$ cat src/rtl/uart_front_pkg.sv
// Package: shared register offsets, field widths, reset values and ID bytes
// for the UART register front end. Assumes a 32-bit word-addressed window.
package uart_front_pkg;
    // Word offsets (byte address divided by four)
    localparam int OFS_DATA  = 0;
    localparam int OFS_FLAG  = 6;
    localparam int OFS_LPDIV = 8;
    localparam int OFS_IBAUD = 9;
    localparam int OFS_FBAUD = 10;
    localparam int OFS_LINE  = 11;
    localparam int OFS_CTRL  = 12;
    localparam int OFS_LVL   = 13;
    localparam int OFS_MASK  = 14;
    localparam int OFS_RAW   = 15;
    localparam int OFS_MSTAT = 16;
    localparam int OFS_ICLR  = 17;
    localparam int OFS_DMA   = 18;

    // Implemented widths of the settings words
    localparam int LPDIV_W = 8;
    localparam int IBAUD_W = 16;
    localparam int FBAUD_W = 6;
    localparam int LINE_W  = 8;
    localparam int CTRL_W  = 16;
    localparam int LVL_W   = 6;
    localparam int MASK_W  = 11;
    localparam int DMA_W   = 3;

    localparam logic [CTRL_W-1:0] CTRL_RST = 16'h0300;
    localparam logic [LVL_W-1:0]  LVL_RST  = 6'h12;

    // Bit positions
    localparam int IRQ_RX_BIT   = 4;
    localparam int IRQ_TX_BIT   = 5;
    localparam int LINE_BUF_BIT = 4;

    // Identification byte for word index 0..7 of the top 32 bytes
    function automatic logic [7:0] ident_byte(input logic [2:0] idx);
        case (idx)
            3'd0:    return 8'h11;
            3'd1:    return 8'h10;
            3'd2:    return 8'h14;
            3'd3:    return 8'h00;
            3'd4:    return 8'h0D;
            3'd5:    return 8'hF0;
            3'd6:    return 8'h05;
            default: return 8'hB1;
        endcase
    endfunction
endpackage

$ cat src/rtl/uart_cfg_reg.sv
// Module: a plain settings register with a write enable and a parameterised
// reset value. Assumes the caller has already trimmed the data to W bits.
module uart_cfg_reg #(
    parameter int          W   = 8,
    parameter logic [W-1:0] RST = '0
) (
    input  logic         clk,
    input  logic         rst_n,
    input  logic         we,
    input  logic [W-1:0] d,
    output logic [W-1:0] q
);
    // Load on write, return to the reset value on reset
    always_ff @(posedge clk) begin
        if (!rst_n)  q <= RST;
        else if (we) q <= d;
    end
endmodule

$ cat src/rtl/uart_rx_fifo.sv
// Module: circular receive buffer with occupancy count. A pop while empty is
// ignored, and the head then shows the stale slot at the read pointer.
// Assumes the caller never pushes when the count equals DEPTH.
module uart_rx_fifo #(
    parameter int DEPTH = 16,
    parameter int W     = 8,
    localparam int PTR_W = (DEPTH > 1) ? $clog2(DEPTH) : 1,
    localparam int CNT_W = $clog2(DEPTH + 1)
) (
    input  logic             clk,
    input  logic             rst_n,
    input  logic             push,
    input  logic [W-1:0]     push_data,
    input  logic             pop,
    output logic [W-1:0]     head,
    output logic [CNT_W-1:0] count
);
    logic [W-1:0]     slot [DEPTH];
    logic [PTR_W-1:0] wr_ptr, rd_ptr;
    logic             pop_eff;

    assign pop_eff = pop && (count != '0);
    assign head    = slot[rd_ptr];

    // Storage: each slot loads when the write pointer selects it
    for (genvar g = 0; g < DEPTH; g++) begin : g_slot
        always_ff @(posedge clk) begin
            if (!rst_n)                                 slot[g] <= '0;
            else if (push && (wr_ptr == PTR_W'(g)))     slot[g] <= push_data;
        end
    end

    // Pointers wrap at DEPTH; the count follows the push and pop balance
    always_ff @(posedge clk) begin
        if (!rst_n) begin
            wr_ptr <= '0;
            rd_ptr <= '0;
            count  <= '0;
        end else begin
            if (push)
                wr_ptr <= (wr_ptr == PTR_W'(DEPTH - 1)) ? '0 : wr_ptr + 1'b1;
            if (pop_eff)
                rd_ptr <= (rd_ptr == PTR_W'(DEPTH - 1)) ? '0 : rd_ptr + 1'b1;
            count <= count + CNT_W'(push) - CNT_W'(pop_eff);
        end
    end
endmodule

$ cat src/rtl/uart_irq_ctrl.sv
// Module: raw interrupt status with set-over-clear priority, mask register
// and combined output. Assumes set and clear vectors are one-cycle events.
module uart_irq_ctrl #(
    parameter int W = 11
) (
    input  logic         clk,
    input  logic         rst_n,
    input  logic [W-1:0] set_vec,
    input  logic [W-1:0] clr_vec,
    input  logic         mask_we,
    input  logic [W-1:0] mask_d,
    output logic [W-1:0] raw,
    output logic [W-1:0] mask,
    output logic         irq
);
    // Raw status: a set in the same cycle as a clear wins
    always_ff @(posedge clk) begin
        if (!rst_n) raw <= '0;
        else        raw <= (raw & ~clr_vec) | set_vec;
    end

    // Mask register, written whole
    always_ff @(posedge clk) begin
        if (!rst_n)       mask <= '0;
        else if (mask_we) mask <= mask_d;
    end

    assign irq = |(raw & mask);
endmodule

$ cat src/rtl/uart_reg_front.sv
// Module: top of the UART register front end. Decodes a single-cycle
// register bus, feeds the receive buffer, produces the transmit strobe and
// drives the interrupt sources. Assumes at most one of bus_wr and bus_rd
// per cycle. Read data is combinational.
module uart_reg_front
    import uart_front_pkg::*;
#(
    parameter int ADDR_W = 12,
    parameter int DATA_W = 32,
    parameter int DEPTH  = 16
) (
    input  logic              clk,
    input  logic              rst_n,
    input  logic [ADDR_W-1:0] bus_addr,
    input  logic              bus_wr,
    input  logic              bus_rd,
    input  logic [DATA_W-1:0] bus_wdata,
    output logic [DATA_W-1:0] bus_rdata,
    input  logic              rx_valid,
    input  logic [7:0]        rx_byte,
    output logic              rx_ready,
    output logic              tx_valid,
    output logic [7:0]        tx_byte,
    output logic              irq
);
    localparam int CNT_W   = $clog2(DEPTH + 1);
    localparam int WORD_W  = ADDR_W - 2;
    localparam int RX_TRIG = 1;

    logic [WORD_W-1:0] word;
    logic              in_id;
    logic              wr_any;
    logic              we_lpdiv, we_ibaud, we_fbaud, we_line, we_ctrl;
    logic              we_lvl, we_mask, we_dma, we_data, we_iclr, rd_data;
    logic [LPDIV_W-1:0] lpdiv_q;
    logic [IBAUD_W-1:0] ibaud_q;
    logic [FBAUD_W-1:0] fbaud_q;
    logic [LINE_W-1:0]  line_q;
    logic [CTRL_W-1:0]  ctrl_q;
    logic [LVL_W-1:0]   lvl_q;
    logic [DMA_W-1:0]   dma_q;
    logic [MASK_W-1:0]  raw_stat, mask_q, set_vec, clr_vec;
    logic [CNT_W-1:0]   rx_count, depth_eff, cnt_after;
    logic [7:0]         rx_head, flag_word;
    logic               push, pop_eff, rx_full, rx_empty;

    assign word   = bus_addr[ADDR_W-1:2];
    assign in_id  = &bus_addr[ADDR_W-1:5];
    assign wr_any = bus_wr && !in_id;

    // Write-enable decode, one strobe per register word
    always_comb begin
        we_data  = wr_any && (word == WORD_W'(OFS_DATA));
        we_lpdiv = wr_any && (word == WORD_W'(OFS_LPDIV));
        we_ibaud = wr_any && (word == WORD_W'(OFS_IBAUD));
        we_fbaud = wr_any && (word == WORD_W'(OFS_FBAUD));
        we_line  = wr_any && (word == WORD_W'(OFS_LINE));
        we_ctrl  = wr_any && (word == WORD_W'(OFS_CTRL));
        we_lvl   = wr_any && (word == WORD_W'(OFS_LVL));
        we_mask  = wr_any && (word == WORD_W'(OFS_MASK));
        we_iclr  = wr_any && (word == WORD_W'(OFS_ICLR));
        we_dma   = wr_any && (word == WORD_W'(OFS_DMA));
        rd_data  = bus_rd && !in_id && (word == WORD_W'(OFS_DATA));
    end

    // Settings storage
    uart_cfg_reg #(.W(LPDIV_W), .RST('0)) u_lpdiv (.clk(clk), .rst_n(rst_n),
        .we(we_lpdiv), .d(bus_wdata[LPDIV_W-1:0]), .q(lpdiv_q));
    uart_cfg_reg #(.W(IBAUD_W), .RST('0)) u_ibaud (.clk(clk), .rst_n(rst_n),
        .we(we_ibaud), .d(bus_wdata[IBAUD_W-1:0]), .q(ibaud_q));
    uart_cfg_reg #(.W(FBAUD_W), .RST('0)) u_fbaud (.clk(clk), .rst_n(rst_n),
        .we(we_fbaud), .d(bus_wdata[FBAUD_W-1:0]), .q(fbaud_q));
    uart_cfg_reg #(.W(LINE_W), .RST('0)) u_line (.clk(clk), .rst_n(rst_n),
        .we(we_line), .d(bus_wdata[LINE_W-1:0]), .q(line_q));
    uart_cfg_reg #(.W(CTRL_W), .RST(CTRL_RST)) u_ctrl (.clk(clk), .rst_n(rst_n),
        .we(we_ctrl), .d(bus_wdata[CTRL_W-1:0]), .q(ctrl_q));
    uart_cfg_reg #(.W(LVL_W), .RST(LVL_RST)) u_lvl (.clk(clk), .rst_n(rst_n),
        .we(we_lvl), .d(bus_wdata[LVL_W-1:0]), .q(lvl_q));
    uart_cfg_reg #(.W(DMA_W), .RST('0)) u_dma (.clk(clk), .rst_n(rst_n),
        .we(we_dma), .d(bus_wdata[DMA_W-1:0]), .q(dma_q));

    // Effective depth follows the buffer-enable bit of the line settings
    assign depth_eff = line_q[LINE_BUF_BIT] ? CNT_W'(DEPTH) : CNT_W'(1);
    assign rx_ready  = rx_count < depth_eff;
    assign rx_full   = rx_count >= depth_eff;
    assign rx_empty  = (rx_count == '0);
    assign push      = rx_valid && rx_ready;
    assign pop_eff   = rd_data && !rx_empty;
    assign cnt_after = rx_count + CNT_W'(push) - CNT_W'(pop_eff);

    uart_rx_fifo #(.DEPTH(DEPTH), .W(8)) u_fifo (
        .clk(clk), .rst_n(rst_n), .push(push), .push_data(rx_byte),
        .pop(rd_data), .head(rx_head), .count(rx_count));

    // Interrupt events: receive on reaching trigger, transmit on data write
    always_comb begin
        set_vec = '0;
        clr_vec = we_iclr ? bus_wdata[MASK_W-1:0] : '0;
        set_vec[IRQ_TX_BIT] = we_data;
        set_vec[IRQ_RX_BIT] = push && (cnt_after == CNT_W'(RX_TRIG));
        if (pop_eff && (cnt_after < CNT_W'(RX_TRIG)))
            clr_vec[IRQ_RX_BIT] = 1'b1;
    end

    uart_irq_ctrl #(.W(MASK_W)) u_irq (
        .clk(clk), .rst_n(rst_n), .set_vec(set_vec), .clr_vec(clr_vec),
        .mask_we(we_mask), .mask_d(bus_wdata[MASK_W-1:0]),
        .raw(raw_stat), .mask(mask_q), .irq(irq));

    // Transmit strobe: one cycle after each data write
    always_ff @(posedge clk) begin
        if (!rst_n) begin
            tx_valid <= 1'b0;
            tx_byte  <= '0;
        end else begin
            tx_valid <= we_data;
            if (we_data) tx_byte <= bus_wdata[7:0];
        end
    end

    // Flags: transmit side always empty and never full
    assign flag_word = {1'b1, rx_full, 1'b0, rx_empty, 4'b0000};

    // Read multiplexer
    always_comb begin
        bus_rdata = '0;
        if (in_id) begin
            bus_rdata = DATA_W'(ident_byte(bus_addr[4:2]));
        end else begin
            case (word)
                WORD_W'(OFS_DATA):  bus_rdata = DATA_W'(rx_head);
                WORD_W'(OFS_FLAG):  bus_rdata = DATA_W'(flag_word);
                WORD_W'(OFS_LPDIV): bus_rdata = DATA_W'(lpdiv_q);
                WORD_W'(OFS_IBAUD): bus_rdata = DATA_W'(ibaud_q);
                WORD_W'(OFS_FBAUD): bus_rdata = DATA_W'(fbaud_q);
                WORD_W'(OFS_LINE):  bus_rdata = DATA_W'(line_q);
                WORD_W'(OFS_CTRL):  bus_rdata = DATA_W'(ctrl_q);
                WORD_W'(OFS_LVL):   bus_rdata = DATA_W'(lvl_q);
                WORD_W'(OFS_MASK):  bus_rdata = DATA_W'(mask_q);
                WORD_W'(OFS_RAW):   bus_rdata = DATA_W'(raw_stat);
                WORD_W'(OFS_MSTAT): bus_rdata = DATA_W'(raw_stat & mask_q);
                WORD_W'(OFS_DMA):   bus_rdata = DATA_W'(dma_q);
                default:            bus_rdata = '0;
            endcase
        end
    end
endmodule

$ cat config.mk
export PLATFORM = sky130hd
export DESIGN_NAME = uart_reg_front
export DESIGN_NICKNAME = d
export VERILOG_FILES = /design/src/rtl/uart_front_pkg.sv /design/src/rtl/uart_cfg_reg.sv /design/src/rtl/uart_rx_fifo.sv /design/src/rtl/uart_irq_ctrl.sv /design/src/rtl/uart_reg_front.sv
export SDC_FILE = /design/constraint.sdc
export NUM_CORES = 1
export LEC_CHECK = 0
export BUFFER_PORTS_ARGS = -buffer_cell sky130_fd_sc_hd__buf_4
export CAP_MARGIN = 10
export CORE_AREA = 2 2 159 161
export CTS_BUF_LIST = sky130_fd_sc_hd__clkbuf_16
export DETAILED_ROUTE_END_ITERATION = 8
export DIE_AREA = 0 0 161 163
export GPL_ROUTABILITY_DRIVEN = 0
export PLACE_DENSITY = 0.69
export SETUP_SLACK_MARGIN = 0.02
export SYNTH_ARGS = -nofsm -noshare
export SYNTH_HDL_FRONTEND = slang
export SYNTH_HIERARCHICAL = 1
export SYNTH_SLANG_ARGS = --single-unit
$ cat constraint.sdc
create_clock -name clk -period 7.9 [get_ports clk]
set_clock_uncertainty 0.1 [all_clocks]
set_input_delay 0.395 -clock clk [delete_from_list [all_inputs] [get_ports clk]]
set_output_delay 0.395 -clock clk [all_outputs]
set_load 0.05 [all_outputs]
Yosys cells after proc, flatten, opt, wreduce, memory -nomap -nowiden
Memories as Yosys holds them, arrays and structs flattened. A register that Yosys moved wholly into a read port is not among the register bits.
Index checks and enable logic that the tools add are counted.
{"block": "totals", "register_bits": 107, "ram_bits": 128, "in_bits": 57, "output_inout_bits": 43, "mem_count": 1}
{"block": "op_classes", "n_addsub": 5, "magnitude_cmp": 3, "eq_ne": 35, "n_mux": 75, "bitwise_logic": 21, "n_reduce_logical": 43}
{"memory": "u_fifo.slot", "words": 16, "width": 8, "rd": 1, "rd_clocked_by_memory_dff": 1, "write_ports": 16, "line_no": "uart_rx_fifo.sv:18", "rtl": "logic [W-1:0] slot [DEPTH];"}
{"op": "16-bit case mux with 12 select lines", "n": 1}
{"op": "8-bit two-way mux", "n": 16}
{"op": "10-bit by 4-bit == test with 1-bit output, second input constant", "n": 8}
{"op": "8-bit case mux with 7 select lines", "n": 1}
{"op": "1-bit two-way mux", "n": 50}
{"op": "4-bit == test, second input constant", "n": 9}
{"op": "1-bit logical AND", "n": 34}
{"op": "11-bit bitwise AND", "n": 3}
{"op": "10-bit by 5-bit == test with 1-bit output, second input constant", "n": 3}
{"op": "4-bit by 3-bit == test with 1-bit output, second input constant", "n": 4}
{"op": "16-bit two-way mux", "n": 1}
{"op": "4-bit two-way mux", "n": 4}
{"op": "1-bit OR", "n": 16}
{"op": "11-bit two-way mux", "n": 1}
{"op": "11-bit inverter", "n": 1}
{"op": "11-bit by 6-bit OR with 11-bit output", "n": 1}
{"op": "11-bit OR reduction", "n": 1}
{"op": "10-bit by 3-bit == test with 1-bit output, second input constant", "n": 1}
{"op": "10-bit logical NOT", "n": 1}
{"op": "5-bit by 1-bit subtractor with 5-bit output", "n": 2}
{"op": "3-bit == test, second input constant", "n": 3}
{"op": "4-bit by 1-bit adder with 4-bit output, second input constant", "n": 2}
{"op": "4-bit by 2-bit == test with 1-bit output, second input constant", "n": 2}
{"op": "7-bit AND reduction", "n": 1}
{"op": "other kinds (14)", "n": 16}

Longest topological paths before layout
{"block": "depth", "depth_word": 12, "ltp_mapped": 17, "ltp_nobuf": 17}

Modules after synthesis
Netlist, hierarchy kept.
{"module": "uart_rx_fifo", "instances": 1, "cells_each": 461, "area_each_um2": 6720.2, "seq_area_each_um2": 4184.0}
{"module": "uart_reg_front", "instances": 1, "cells_each": 276, "area_each_um2": 2087.0, "seq_area_each_um2": 180.2}
{"module": "uart_irq_ctrl", "instances": 1, "cells_each": 75, "area_each_um2": 853.3, "seq_area_each_um2": 440.4}
{"module": "uart_cfg_reg (u_ibaud)", "instances": 1, "cells_each": 51, "area_each_um2": 615.6, "seq_area_each_um2": 320.3}
{"module": "uart_cfg_reg (u_ctrl)", "instances": 1, "cells_each": 51, "area_each_um2": 610.6, "seq_area_each_um2": 320.3}
{"module": "uart_cfg_reg (u_line ...)", "instances": 2, "cells_each": 25, "area_each_um2": 301.5, "seq_area_each_um2": 160.2}
{"module": "uart_cfg_reg (u_fbaud)", "instances": 1, "cells_each": 19, "area_each_um2": 229.0, "seq_area_each_um2": 120.1}
{"module": "uart_cfg_reg (u_lvl)", "instances": 1, "cells_each": 19, "area_each_um2": 224.0, "seq_area_each_um2": 120.1}
{"module": "uart_cfg_reg (u_dma)", "instances": 1, "cells_each": 9, "area_each_um2": 108.9, "seq_area_each_um2": 60.1}

Worst setup path after synthesis
No wires, ideal clock.
{"block": "synth_path", "path_kind": "reg2reg", "start": "register u_fifo.count[1]", "end": "register u_irq.raw[4]", "arrival_time_ps": 3683, "required_time_ps": 7685, "path_slack_ps": 4002, "path_stages_with_launch": 18, "n_path_buf": 0, "path_cell_list": "dfxtp_1 inv_1 ha_1 inv_1 o211ai_1 a21oi_1 nand2_1 ha_1 inv_1 ha_1 fa_1 nand2b_1 a21oi_1 xnor2_1 nor4_1 a32o_1 nor2b_1 o21a_1"}
{"block": "synth_between", "elab_chain_cells": 10, "word_cells_on_any_way": 15, "cone_classes": "add/sub (2); order compare (2); eq/ne (1); mux (1); bitwise (3); reduce/logical (6)"}
{"item": "start: declaration", "line_no": "uart_rx_fifo.sv:16", "rtl": "output logic [CNT_W-1:0] count"}
{"item": "start signal: assignment", "line_no": "uart_rx_fifo.sv:44", "rtl": "count <= count + CNT_W'(push) - CNT_W'(pop_eff);"}
{"item": "5-bit less-than comparator", "line_no": "uart_reg_front.sv:84", "rtl": "assign rx_ready = rx_count < depth_eff;"}
{"item": "via rx_ready", "line_no": "uart_reg_front.sv:21", "rtl": "output logic rx_ready,"}
{"item": "1-bit logical AND", "line_no": "uart_reg_front.sv:87", "rtl": "assign push = rx_valid && rx_ready;"}
{"item": "5-bit by 1-bit adder with 5-bit output", "line_no": "uart_reg_front.sv:89", "rtl": "assign cnt_after = rx_count + CNT_W'(push) - CNT_W'(pop_eff);"}
{"item": "5-bit by 1-bit subtractor with 5-bit output", "line_no": "uart_reg_front.sv:89"}
{"item": "5-bit by 1-bit less-than comparator with 1-bit output", "line_no": "uart_reg_front.sv:101", "rtl": "if (pop_eff && (cnt_after < CNT_W'(RX_TRIG)))"}
{"item": "1-bit logical AND", "line_no": "uart_reg_front.sv:101"}
{"item": "1-bit two-way mux", "line_no": "uart_reg_front.sv:101"}
{"item": "via clr_vec[4]", "line_no": "uart_reg_front.sv:42", "rtl": "logic [MASK_W-1:0] raw_stat, mask_q, set_vec, clr_vec;"}
{"item": "11-bit inverter", "line_no": "uart_irq_ctrl.sv:19", "rtl": "else raw <= (raw & ~clr_vec) | set_vec;"}
{"item": "11-bit bitwise AND", "line_no": "uart_irq_ctrl.sv:19"}
{"item": "11-bit by 6-bit OR with 11-bit output", "line_no": "uart_irq_ctrl.sv:19"}
{"item": "end signal: assignment", "line_no": "uart_irq_ctrl.sv:19"}
{"item": "end: declaration", "line_no": "uart_irq_ctrl.sv:12", "rtl": "output logic [W-1:0] raw,"}
The timed path passes the listed nets, and every way through them passes these cells.
A chain may end at the register's enable or synchronous reset.

==> flow_summary.toml <==
[final_layout]
nets = 1167
synthToLayoutAreaGrowth_pct = 13.0
fillers = 2140
layout-drive-gt1-share_pct = 15.8
diodes = 0
fin_cells = 1436

[yosys]
synth.avg_cell_area_um2 = 11.9
yosys.area_share.xor_xnor_pct = 0.799
synthSimpleGateAreaFrac_pct = 19.3
yosys_warnings = 6
synth_seq_cells = 239
synth-edff-count = 128
synthAdderAreaFrac_pct = 2.51
async_flop_share_pct = 0
syn_inst = 1011
synthFlopType = "edfxtp_1"
yosysSeqAreaShare_pct = 50.3
netlist_area_um2 = 12100
yosys.cell_types.count = 72
synthMuxAreaShare_pct = 14.8
synth_top_family_by_area = "simple AND/OR/NAND/NOR gates"
synth_compound_area_share_pct = 7.68

[worst_hold_path]
hp-class = "input pin to flop"
holdCritStartpoint = "bus_wdata[15]"
hold-path-cell-count = 3
min_to = "u_ctrl/q[15]"

[cts]
numCtsBuffers = 26
cts_root_buf = "clkbuf_16"
h-tree-depth = 1
cts.path.max_buffers = 3
cts_resized = 0
clk_pin_slew_ps = 60
cts_tree = "yes"
postCtsHoldBufs = 1
clock-sinks = 239
cts_setup_buffers = 0
insertion_delay_ps = 530

[power]
p_int_mw = 2.25
pwr-share-comb_pct = 15.7
pwr-share-clk_pct = 38.3
p_sw_share_pct = 26.8
totalPowerFinal_mw = 3.07
power_density_nw_per_um2 = 225
power.share.sequential_pct = 46.0
power.switching_uw = 823
power_leakage_nw = 4.97
vdd.ir_drop.worst_v = 0.000211

[worst_setup_path]
r2r_cells = 17
r2r-end = "u_irq/raw[4]"
crit_path_end_kind = "output pin"
cp-start-kind = "flop"
crit_chain = "buf_4, mux4_1, a22oi_1, nand2_1, a32o_1, or4_1, buf_4"
crit_path_frequent_cell = "buf_4"
reg2reg_from = "u_fifo/count[1]"
cp.required_ps = 7400
slowest_delay_ps = 710
criticalPathCategory = "flop to output pin"
slowest_stage = "mux4_1"
reg2reg_slack_ps = 4360
worst-path-max-fanout = 32
critPathArrivalTime_ps = 3540

[routing]
drt-pass1-iter-count = 5
dr.first_iter.drc_count = 701
vias = 7958
via_per_inst = 5.54
drcViolationCount = 0
wl_um = 28000
ant_nets = 0
wl_per_cell_um = 19.5

[placed_design]
dp_hpwl_um = 18600
portBuffers = 65
numPlacedInstances = 1387

[floorplan]
rows = 58
dieArea_um2 = 26200
core_um2 = 24700
die_x_um = 161
die_y_um = 163
initial_core_util_pct = 48.8
ios = 100

[global_routing]
overflow = 0
grt_max_degree = 81
grt_pass1_vias = 8026
grt_pass1_wl_um = 44400
grt_use_total_pct = 21.5
antenna_found_initial = 0

[sta]
period_minus_slack_ps = 4040
hold_viol = 0
tightest_slew_ps = 1080
tns_ps = 0
timing.slew.headroom_pct = 27.1
fin_crit_sh_pct = 51.1
clock.fmax_mhz = 248
drv_slew = 0
setup_viol = 0
rsz0062_at_grt = "no"

[outcome]
outcome = "completed"

[run]
cap_viol_max_count = 0
[sequential cells by signal, indices dropped and copies added (netlist names), 5 cells and up, named ones only]
register and count:
u_fifo/slot 128, u_ctrl/q 16, u_ibaud/q 16, u_irq/mask 11, u_irq/raw 11, tx_byte 8, u_line/q 8, u_lpdiv/q 8
u_fbaud/q 6, u_lvl/q 6, u_fifo/count 5
[worst max-delay path: cells and delay by family (launching register included)]
| kind | cells | cell delay (ps) |
|---|---|---|
| AOI/OAI and AO/OA | 2 | 550 |
| DFF | 1 | 320 |
| buffers and inverters | 2 | 710 |
| and+or+nand+nor | 2 | 710 |
| muxes | 1 | 710 |
[layout make-up]
type / count / area (µm²) / area share, %
Sequential cell: 239 / 6070 / 44.6
Clock buffer: 27 / 676 / 4.96
Multi-Input combinational cell: 709 / 5550 / 40.8
Tap cell: 330 / 413 / 3.03
Clock inverter: 20 / 160 / 1.18
Timing Repair Buffer: 89 / 668 / 4.91
Inverter: 22 / 82.6 / 0.606
[power by group through the flow]
| stage | sequential (mW) | combinational, mW | clock [mW] |
|---|---|---|---|
| CTS | 1.41 | 0.482 | 1.20 |
| global route | 1.42 | 0.529 | 1.26 |
| detailed placement | 1.44 | 0.479 | 0 |
| finish | 1.41 | 0.481 | 1.17 |
| floorplan | 1.42 | 0.343 | 0 |
| global placement | 1.44 | 0.467 | 0 |
[Yosys cell counts, types with 3 or more instances]
cell / n / area (µm²)
clkbuf_1: 18 / 67.6
mux2i_1: 99 / 991
or2_2: 3 / 18.8
nand2b_1: 8 / 50.1
edfxtp_1: 128 / 3840
o21a_1: 12 / 90.1
xnor2_1: 7 / 61.3
clkdlybuf4s25_2: 3 / 30.0
inv_1: 22 / 82.6
nor2_1: 36 / 135
a21o_1: 7 / 52.6
a21oi_1: 19 / 95.1
nand4_1: 7 / 43.8
and3_1: 6 / 37.5
buf_6: 11 / 124
a22o_1: 12 / 105
and2_1: 147 / 920
o211ai_1: 3 / 22.5
mux4_2: 18 / 405
ha_1: 21 / 263
nand2_1: 39 / 146
o32a_1: 4 / 40.0
nand3_1: 13 / 65.1
mux4_1: 14 / 368
nor2b_1: 95 / 594
o21ai_0: 22 / 110
xor2_1: 4 / 35.0
buf_4: 18 / 135
a221o_1: 3 / 30.0
o32ai_1: 3 / 26.3
dfxtp_1: 111 / 2220
a22oi_1: 22 / 165
buf_2: 10 / 50.1
nor3_1: 10 / 50.1
nor4_1: 3 / 18.8
[per-stage QoR]
step           utilization, %  setup WS [ps]  hold WS (ps)  area (µm²)
2_1_floorplan               -           4000           340       12100
3_3_place_gp             51.7           3880           356       12800
3_5_place_dp             51.7           3880           362       12800
4_1_cts                  55.2           3870          8.63       13600
5_1_grt                  55.2           3740          21.1       13600
6_report                 55.2           3860          35.2       13600
[cells in the final DEF, fill, tap and decap left out, types with 19 or more instances in the layout]
master     instances
a21oi_1           19
a22oi_1           22
and2_1           147
buf_4             87
clkbuf_16         27
conb_1            25
dfxtp_1          110
edfxtp_1         128
ha_1              21
inv_1             24
mux2i_1           99
nand2_1           39
nor2_1            36
nor2b_1           95
o21ai_0           22
[per-layer routing]
metal  up-vias  wire length (µm)  track usage (%)
met3        54              1620             3.36
met5         -                 0                0
met2       254             13300             36.2
met4         0               815             6.57
li1       3761                 -                -
met1      3889             12300             28.9
[how the worst max path moves through the flow]
stage | endpoint | startpoint | cells after the start
6_report | bus_rdata[3] | flop | 7
2_1_floorplan | u_irq/raw[4] | u_fifo/count[1] | 17
4_1_cts | bus_rdata[3] | flop | 7
5_1_grt | bus_rdata[3] | flop | 7
3_5_place_dp | u_irq/raw[4] | bus_addr[7] | 16
3_3_place_gp | u_irq/raw[4] | bus_addr[7] | 16
[cell families (layout without fill, tap and decap cells)]
family	count (synthesis)	in the layout
simple gates	390	390
compound gates	127	127
fa+ha+maj	23	23
buf+inv	87	158
xor+xnor	11	11
other cells	1	25
flops	239	239
mux	133	133
(Power assumes the default switching activity.)
